[src/rtl/pwr_mode_pkg.sv]
// Shared types for the power-mode controller.
// Assumes: exactly three sleep-entry steps; mode codes are visible at the top port.
package pwr_mode_pkg;

    // Reported operating mode (codes are part of the port contract)
    typedef enum logic [1:0] {
        PM_RUN   = 2'd0,
        PM_IDLE  = 2'd1,
        PM_SLEEP = 2'd2
    } pm_mode_e;

    // Transition currently in flight
    typedef enum logic [1:0] {
        TR_NONE  = 2'd0,
        TR_IDLE  = 2'd1,
        TR_RUN   = 2'd2,
        TR_SLEEP = 2'd3
    } pm_trans_e;

    localparam int SLEEP_STEPS = 3;

endpackage

[src/rtl/pm_tick_timer.sv]
// Down-counter measured in timer ticks.
// A load arms it with a count of ticks. It signals expire on the tick that
// brings the count from 1 to 0. Load takes priority over counting.
// Assumes: load_val >= 1.
module pm_tick_timer #(
    parameter int CW = 8
) (
    input  logic          clk,
    input  logic          rst_n,
    input  logic          tick,
    input  logic          load,
    input  logic [CW-1:0] load_val,
    output logic          expire
);

    logic [CW-1:0] cnt_q;

    // Count remaining ticks of the current interval
    always_ff @(posedge clk) begin
        if (!rst_n) begin
            cnt_q <= '0;
        end else if (load) begin
            cnt_q <= load_val;
        end else if (tick && (cnt_q != '0)) begin
            cnt_q <= cnt_q - 1'b1;
        end
    end

    // Final tick of an armed interval
    assign expire = tick && (cnt_q == CW'(1));

endmodule

[src/rtl/pm_mode_fsm.sv]
// Mode and transition state machine.
// Accepts requests only while no transition is in flight, loads the tick
// timer with the latency of the chosen transition, steps through the three
// sleep-entry phases, and updates the mode only when the last interval expires.
// Assumes: all latency parameters >= 1.
module pm_mode_fsm
    import pwr_mode_pkg::*;
#(
    parameter int T_RUN_IDLE  = 10,
    parameter int T_IDLE_RUN  = 10,
    parameter int T_STEP      = 30,
    parameter int T_SLEEP_RUN = 160
) (
    input  logic                   clk,
    input  logic                   rst_n,
    input  logic                   tick,
    input  logic                   req_idle,
    input  logic                   req_sleep,
    input  logic                   wake,
    output pm_mode_e               mode_o,
    output logic                   busy_o,
    output logic [SLEEP_STEPS-1:0] phase_o,
    output logic                   pwr_en_o,
    output logic                   clk_en_o
);

    localparam int LMAX_A = (T_RUN_IDLE > T_IDLE_RUN) ? T_RUN_IDLE : T_IDLE_RUN;
    localparam int LMAX_B = (T_STEP > T_SLEEP_RUN) ? T_STEP : T_SLEEP_RUN;
    localparam int LMAX   = (LMAX_A > LMAX_B) ? LMAX_A : LMAX_B;
    localparam int CW     = $clog2(LMAX + 1);
    localparam int STEP_W = $clog2(SLEEP_STEPS);

    localparam logic [CW-1:0]     LV_RI   = CW'(T_RUN_IDLE);
    localparam logic [CW-1:0]     LV_IR   = CW'(T_IDLE_RUN);
    localparam logic [CW-1:0]     LV_STEP = CW'(T_STEP);
    localparam logic [CW-1:0]     LV_SR   = CW'(T_SLEEP_RUN);
    localparam logic [STEP_W-1:0] LAST_ST = STEP_W'(SLEEP_STEPS - 1);

    pm_mode_e            mode_q, mode_d;
    pm_trans_e           trans_q, trans_d;
    logic [STEP_W-1:0]   step_q, step_d;
    logic                tmr_load;
    logic [CW-1:0]       tmr_val;
    logic                tmr_expire;

    pm_tick_timer #(.CW(CW)) u_timer (
        .clk      (clk),
        .rst_n    (rst_n),
        .tick     (tick),
        .load     (tmr_load),
        .load_val (tmr_val),
        .expire   (tmr_expire)
    );

    // Next-state: accept requests when settled, advance or finish when timer expires
    always_comb begin
        mode_d   = mode_q;
        trans_d  = trans_q;
        step_d   = step_q;
        tmr_load = 1'b0;
        tmr_val  = '0;
        if (trans_q == TR_NONE) begin
            case (mode_q)
                PM_RUN: begin
                    if (req_sleep) begin
                        trans_d  = TR_SLEEP;
                        step_d   = '0;
                        tmr_load = 1'b1;
                        tmr_val  = LV_STEP;
                    end else if (req_idle) begin
                        trans_d  = TR_IDLE;
                        tmr_load = 1'b1;
                        tmr_val  = LV_RI;
                    end
                end
                PM_IDLE: begin
                    if (wake) begin
                        trans_d  = TR_RUN;
                        tmr_load = 1'b1;
                        tmr_val  = LV_IR;
                    end else if (req_sleep) begin
                        trans_d  = TR_SLEEP;
                        step_d   = '0;
                        tmr_load = 1'b1;
                        tmr_val  = LV_STEP;
                    end
                end
                PM_SLEEP: begin
                    if (wake) begin
                        trans_d  = TR_RUN;
                        tmr_load = 1'b1;
                        tmr_val  = LV_SR;
                    end
                end
                default: ;
            endcase
        end else if (tmr_expire) begin
            if ((trans_q == TR_SLEEP) && (step_q != LAST_ST)) begin
                step_d   = step_q + 1'b1;
                tmr_load = 1'b1;
                tmr_val  = LV_STEP;
            end else begin
                trans_d = TR_NONE;
                step_d  = '0;
                case (trans_q)
                    TR_IDLE:  mode_d = PM_IDLE;
                    TR_RUN:   mode_d = PM_RUN;
                    TR_SLEEP: mode_d = PM_SLEEP;
                    default:  mode_d = mode_q;
                endcase
            end
        end
    end

    // State registers
    always_ff @(posedge clk) begin
        if (!rst_n) begin
            mode_q  <= PM_RUN;
            trans_q <= TR_NONE;
            step_q  <= '0;
        end else begin
            mode_q  <= mode_d;
            trans_q <= trans_d;
            step_q  <= step_d;
        end
    end

    // One-hot phase indicator, one bit per sleep-entry step
    for (genvar g = 0; g < SLEEP_STEPS; g++) begin : g_phase
        assign phase_o[g] = (trans_q == TR_SLEEP) && (step_q == STEP_W'(g));
    end

    assign mode_o   = mode_q;
    assign busy_o   = (trans_q != TR_NONE);
    assign clk_en_o = (mode_q == PM_RUN);
    assign pwr_en_o = !((mode_q == PM_SLEEP) && (trans_q == TR_NONE));

endmodule

[src/rtl/pm_energy_acc.sv]
// Saturating energy accumulator.
// On every tick it adds the power weight of the mode currently reported.
// Assumes: each weight fits in EW bits.
module pm_energy_acc
    import pwr_mode_pkg::*;
#(
    parameter int EW      = 40,
    parameter int W_RUN   = 40000,
    parameter int W_IDLE  = 5000,
    parameter int W_SLEEP = 16
) (
    input  logic          clk,
    input  logic          rst_n,
    input  logic          tick,
    input  pm_mode_e      mode_i,
    output logic [EW-1:0] energy_o
);

    localparam logic [EW-1:0] WV_RUN   = EW'(W_RUN);
    localparam logic [EW-1:0] WV_IDLE  = EW'(W_IDLE);
    localparam logic [EW-1:0] WV_SLEEP = EW'(W_SLEEP);

    logic [EW-1:0] acc_q;
    logic [EW-1:0] weight;
    logic [EW:0]   sum;

    // Select the weight of the reported mode
    always_comb begin
        case (mode_i)
            PM_RUN:   weight = WV_RUN;
            PM_IDLE:  weight = WV_IDLE;
            PM_SLEEP: weight = WV_SLEEP;
            default:  weight = '0;
        endcase
    end

    assign sum = {1'b0, acc_q} + {1'b0, weight};

    // Accumulate on tick, clamping at all-ones
    always_ff @(posedge clk) begin
        if (!rst_n) begin
            acc_q <= '0;
        end else if (tick) begin
            acc_q <= sum[EW] ? '1 : sum[EW-1:0];
        end
    end

    assign energy_o = acc_q;

endmodule

[src/rtl/pwr_mode_ctrl.sv]
// Top level of the timed power-mode controller.
// Ties together the mode state machine (with its tick timer) and the
// per-mode energy accumulator.
// Assumes: tick and requests are synchronous to clk.
module pwr_mode_ctrl
    import pwr_mode_pkg::*;
#(
    parameter int T_RUN_IDLE  = 10,
    parameter int T_IDLE_RUN  = 10,
    parameter int T_STEP      = 30,
    parameter int T_SLEEP_RUN = 160,
    parameter int EW          = 40,
    parameter int W_RUN       = 40000,
    parameter int W_IDLE      = 5000,
    parameter int W_SLEEP     = 16
) (
    input  logic          clk,
    input  logic          rst_n,
    input  logic          tick,
    input  logic          req_idle,
    input  logic          req_sleep,
    input  logic          wake,
    output logic [1:0]    mode,
    output logic          cpu_clk_en,
    output logic          pwr_en,
    output logic          busy,
    output logic [2:0]    sleep_phase,
    output logic [EW-1:0] energy
);

    pm_mode_e mode_s;

    pm_mode_fsm #(
        .T_RUN_IDLE  (T_RUN_IDLE),
        .T_IDLE_RUN  (T_IDLE_RUN),
        .T_STEP      (T_STEP),
        .T_SLEEP_RUN (T_SLEEP_RUN)
    ) u_fsm (
        .clk       (clk),
        .rst_n     (rst_n),
        .tick      (tick),
        .req_idle  (req_idle),
        .req_sleep (req_sleep),
        .wake      (wake),
        .mode_o    (mode_s),
        .busy_o    (busy),
        .phase_o   (sleep_phase),
        .pwr_en_o  (pwr_en),
        .clk_en_o  (cpu_clk_en)
    );

    pm_energy_acc #(
        .EW      (EW),
        .W_RUN   (W_RUN),
        .W_IDLE  (W_IDLE),
        .W_SLEEP (W_SLEEP)
    ) u_energy (
        .clk      (clk),
        .rst_n    (rst_n),
        .tick     (tick),
        .mode_i   (mode_s),
        .energy_o (energy)
    );

    assign mode = mode_s;

endmodule

[config.mk]
export PLATFORM = sky130hd
export DESIGN_NAME = pwr_mode_ctrl
export DESIGN_NICKNAME = d
export VERILOG_FILES = /design/src/rtl/pwr_mode_pkg.sv /design/src/rtl/pm_tick_timer.sv /design/src/rtl/pm_mode_fsm.sv /design/src/rtl/pm_energy_acc.sv /design/src/rtl/pwr_mode_ctrl.sv
export SDC_FILE = /design/constraint.sdc
export NUM_CORES = 1
export LEC_CHECK = 0
export ABC_AREA = 1
export BUFFER_PORTS_ARGS = -buffer_cell sky130_fd_sc_hd__buf_2
export CORE_MARGIN = 5
export CORE_UTILIZATION = 55
export DETAILED_ROUTE_END_ITERATION = 10
export HOLD_SLACK_MARGIN = 0.08
export PLACE_DENSITY = 0.79
export SYNTH_ARGS = -nofsm -noshare
export SYNTH_HDL_FRONTEND = slang
export SYNTH_HIERARCHICAL = 1
export SYNTH_SLANG_ARGS = --single-unit
[constraint.sdc]
create_clock -name clk -period 3.35 [get_ports clk]
set_clock_uncertainty 0.1 [all_clocks]
set_input_delay 0.1675 -clock clk [delete_from_list [all_inputs] [get_ports clk]]
set_output_delay 0.1675 -clock clk [all_outputs]
set_load 0.05 [all_outputs]
==> flow_summary.json <==
{
  "status": "complete, no violations",
  "ys_top_cells_by_count": "140 x nand2_1, 85 x inv_1, 84 x nor2_1, 52 x dfxtp_1, 52 x nand3_1",
  "syn_inst": 609,
  "clk_pin_slew_ns": 0.10,
  "clock_latency_ns": 0.31,
  "synth_most_common_cell": "nand2_1",
  "dieWidth_um": 93.4,
  "first_pass_iters": 5,
  "ys_seq_elements": 52,
  "netlist.area_leader.share_pct": 27.2,
  "drv_slew": 0,
  "h-tree-depth": 2,
  "postCtsResizedCells": 0,
  "sw_frac_of_total_pct": 47.7,
  "drive_gt1_share_pct": 15.1,
  "finalSetupTns_ns": 0,
  "vias": 4112,
  "num_rows": 30,
  "die_y_um": 93.4,
  "via_per_inst": 5.42,
  "cts_made_buffers": 5,
  "synth_area_leaders": "dfxtp_1 27%, nand2_1 14%, inv_1 8.3%, nor2_1 8.3%, nand3_1 6.8%",
  "async_flop_share_pct": 0,
  "post_cts_buffers": 0,
  "ir_drop_mv": 0.481,
  "critPathCaptureType": "flip-flop",
  "hold_violations": 0,
  "yosys.cell_types.count": 41,
  "worstSetupPathType": "reg -> reg",
  "combPwrFrac_pct": 50.6,
  "place_hpwl_um": 7730,
  "hold_path_class": "in -> reg",
  "root_buffer": "clkbuf_8",
  "p_int_mw": 1.27,
  "dieArea_mm2": 0.00871,
  "gp_congestion": 0.999,
  "syn_avg_cell_area_um2": 6.27,
  "power_switching_mw": 1.16,
  "p_seq_share_pct": 33.4,
  "grt_pass1_vias": 3677,
  "grt_antenna_before_repair": 0,
  "area_delta_synth_final_pct": 11.4,
  "clock_path_buffers": 2,
  "period_share_pct": 86.1,
  "antenna_left": 0,
  "tightest_slew_ns": 0.583,
  "grt_max_degree": 29,
  "power_density_mw_per_mm2": 573,
  "finalPower_mw": 2.44,
  "holdWs_ns": 0.221,
  "synth_edf_count": 0,
  "grt.overflow.total": 0,
  "yosys_warnings": 6,
  "postCtsHoldBufs": 0,
  "track_usage_pct": 23.5,
  "ioPinCount": 54,
  "io_buffers": 53,
  "maxCapViolations": 0,
  "n_antenna_cell": 0,
  "cts_sinks": 52,
  "rsz0062_at_grt": "false",
  "netlist.top_cell.by_area": "dfxtp_1",
  "fmax_mhz": 347,
  "seq_area_frac_synth_pct": 27.2,
  "min_period_ns": 2.88,
  "critPathArrivalTime_ns": 3.00,
  "p_leak_nw": 2.16,
  "route.final.wire_length_um": 10100,
  "setup_viol": 0,
  "tritoncts": "done",
  "p_clk_share_pct": 16.0,
  "path_max_fanout": 14,
  "final_nets": 682,
  "core-area_mm2": 0.00679,
  "synth_area_mm2": 0.00382,
  "relSlewSlack_pct": 60.9,
  "cp-start-kind": "flip-flop",
  "synth-main-ff-cell": "dfxtp_1",
  "required_ns": 3.47,
  "start_util_pct": 56.2,
  "drc": 0,
  "grt_pass1_wl_um": 16800,
  "drt_iter0_drc": 370,
  "wl_per_cell_um": 13.3
}
-- layer usage --
| layer | up-vias | part of all wire [%] | track usage, % |
|---|---|---|---|
| met5 | - | 0 | 0 |
| met4 | 0 | 1.6 | 6.47 |
| met3 | 20 | 8.3 | 5.47 |
| met2 | 176 | 45 | 37.0 |
| met1 | 1864 | 45 | 32.1 |
| li1 | 2052 | - | - |
-- power by group through the flow --
| stage | registers, mW | clock network (mW) | logic (mW) |
|---|---|---|---|
| after global placement | 0.824 | 0 | 1.19 |
| after detailed placement | 0.826 | 0 | 1.22 |
| after global routing | 0.829 | 0.424 | 1.39 |
| final | 0.814 | 0.389 | 1.23 |
| after CTS | 0.813 | 0.395 | 1.22 |
| after floorplan | 0.871 | 0 | 0.937 |
-- worst paths after layout --
check	start	end	slack (ns)	cells after the start
worst min-delay path	rst_n	u_energy/energy_o[24]$_SDFFE_PN0P_	0.22	3
worst max register to register	u_fsm/mode_o[1]$_SDFFE_PN0P_	u_energy/energy_o[25]$_SDFFE_PN0P_	0.47	15
worst min register to register	u_fsm/u_timer/cnt_q[1]$_SDFFE_PN0P_	u_fsm/u_timer/cnt_q[1]$_SDFFE_PN0P_	0.41	2
worst max-delay path	u_fsm/mode_o[1]$_SDFFE_PN0P_	u_energy/energy_o[25]$_SDFFE_PN0P_	0.47	15
-- sequential cells by signal, indices dropped and copies added, names as in the netlist --
register and count:
u_energy/energy_o 38, u_fsm/mode_o 2, u_fsm/step_q 2, u_fsm/trans_q 2, u_fsm/u_timer/cnt_q 8
-- stage by stage --
stage	utilization [%]	cell area (um2)	setup WS [ns]	std cells
floorplan	-	3820	0.594	610
global placement	61.2	4160	0.704	750
detailed placement	61.2	4160	0.510	750
CTS	62.7	4260	0.489	758
global route	62.7	4260	0.207	758
finish	62.7	4260	0.466	758
-- cell families (layout without fill, tap and decap cells) --
| kind of cell | after synthesis | count (layout) | synth area share (%) |
|---|---|---|---|
| AND/OR/NAND/NOR | 338 | 338 | 40.6 |
| buffers and inverters | 107 | 159 | 11.4 |
| AO/OA/AOI/OAI | 77 | 77 | 11.2 |
| flip-flops | 52 | 52 | 27.2 |
| XOR/XNOR | 19 | 19 | 4.35 |
| adder cells (fa/ha/maj) | 15 | 15 | 5.11 |
| other | 1 | 2 | 0.0981 |
-- area by class of cell --
type,instances,area (um2)
Clock inverter,2,13.8
Sequential cell,52,1040
Tap cell,96,120
Fill cell,675,2540
Timing Repair Buffer,57,295
Multi-Input combinational cell,451,2350
Inverter,94,355
Clock buffer,6,82.6
-- critical path, cell delays in order (launching register included) --
cell and delay, ns:
dfxtp_1 0.56, inv_4 0.11, nor2_1 0.16, ha_1 0.27
nand2_1 0.07, nand3b_1 0.10, nand2_1 0.13, nand2_1 0.10
nand2_1 0.11, nand2_1 0.11, nand3_2 0.25, nand4_2 0.29
buf_4 0.25, nand3_1 0.10, nand2_1 0.06, inv_1 0.05
-- placed cells by master, fill, tap and decap left out, types with 2 or more instances in the layout --
| master | Yosys | routed |
|---|---|---|
| a21boi_1 | 2 | 2 |
| a21oi_1 | 30 | 30 |
| a31oi_1 | 2 | 2 |
| buf_2 | 4 | 53 |
| buf_4 | 3 | 4 |
| clkbuf_8 | 0 | 6 |
| clkinv_1 | 3 | 3 |
| conb_1 | 1 | 2 |
| dfxtp_1 | 52 | 52 |
| ha_1 | 14 | 14 |
| inv_1 | 85 | 85 |
| inv_2 | 5 | 5 |
| nand2_1 | 140 | 140 |
| nand2_2 | 8 | 8 |
| nand2_4 | 3 | 3 |
| nand3_1 | 52 | 52 |
| nand3_2 | 3 | 3 |
| nand3b_1 | 3 | 3 |
| nand4_1 | 19 | 19 |
| nor2_1 | 84 | 84 |
| nor2_2 | 4 | 4 |
| nor2_4 | 5 | 5 |
| nor3_1 | 13 | 13 |
| o211ai_1 | 2 | 2 |
| o21a_1 | 3 | 3 |
| o21ai_0 | 26 | 26 |
| o21ai_1 | 7 | 7 |
| xnor2_1 | 4 | 4 |
| xor2_1 | 15 | 15 |
No activity file was read; power rests on OpenSTA's default activity.
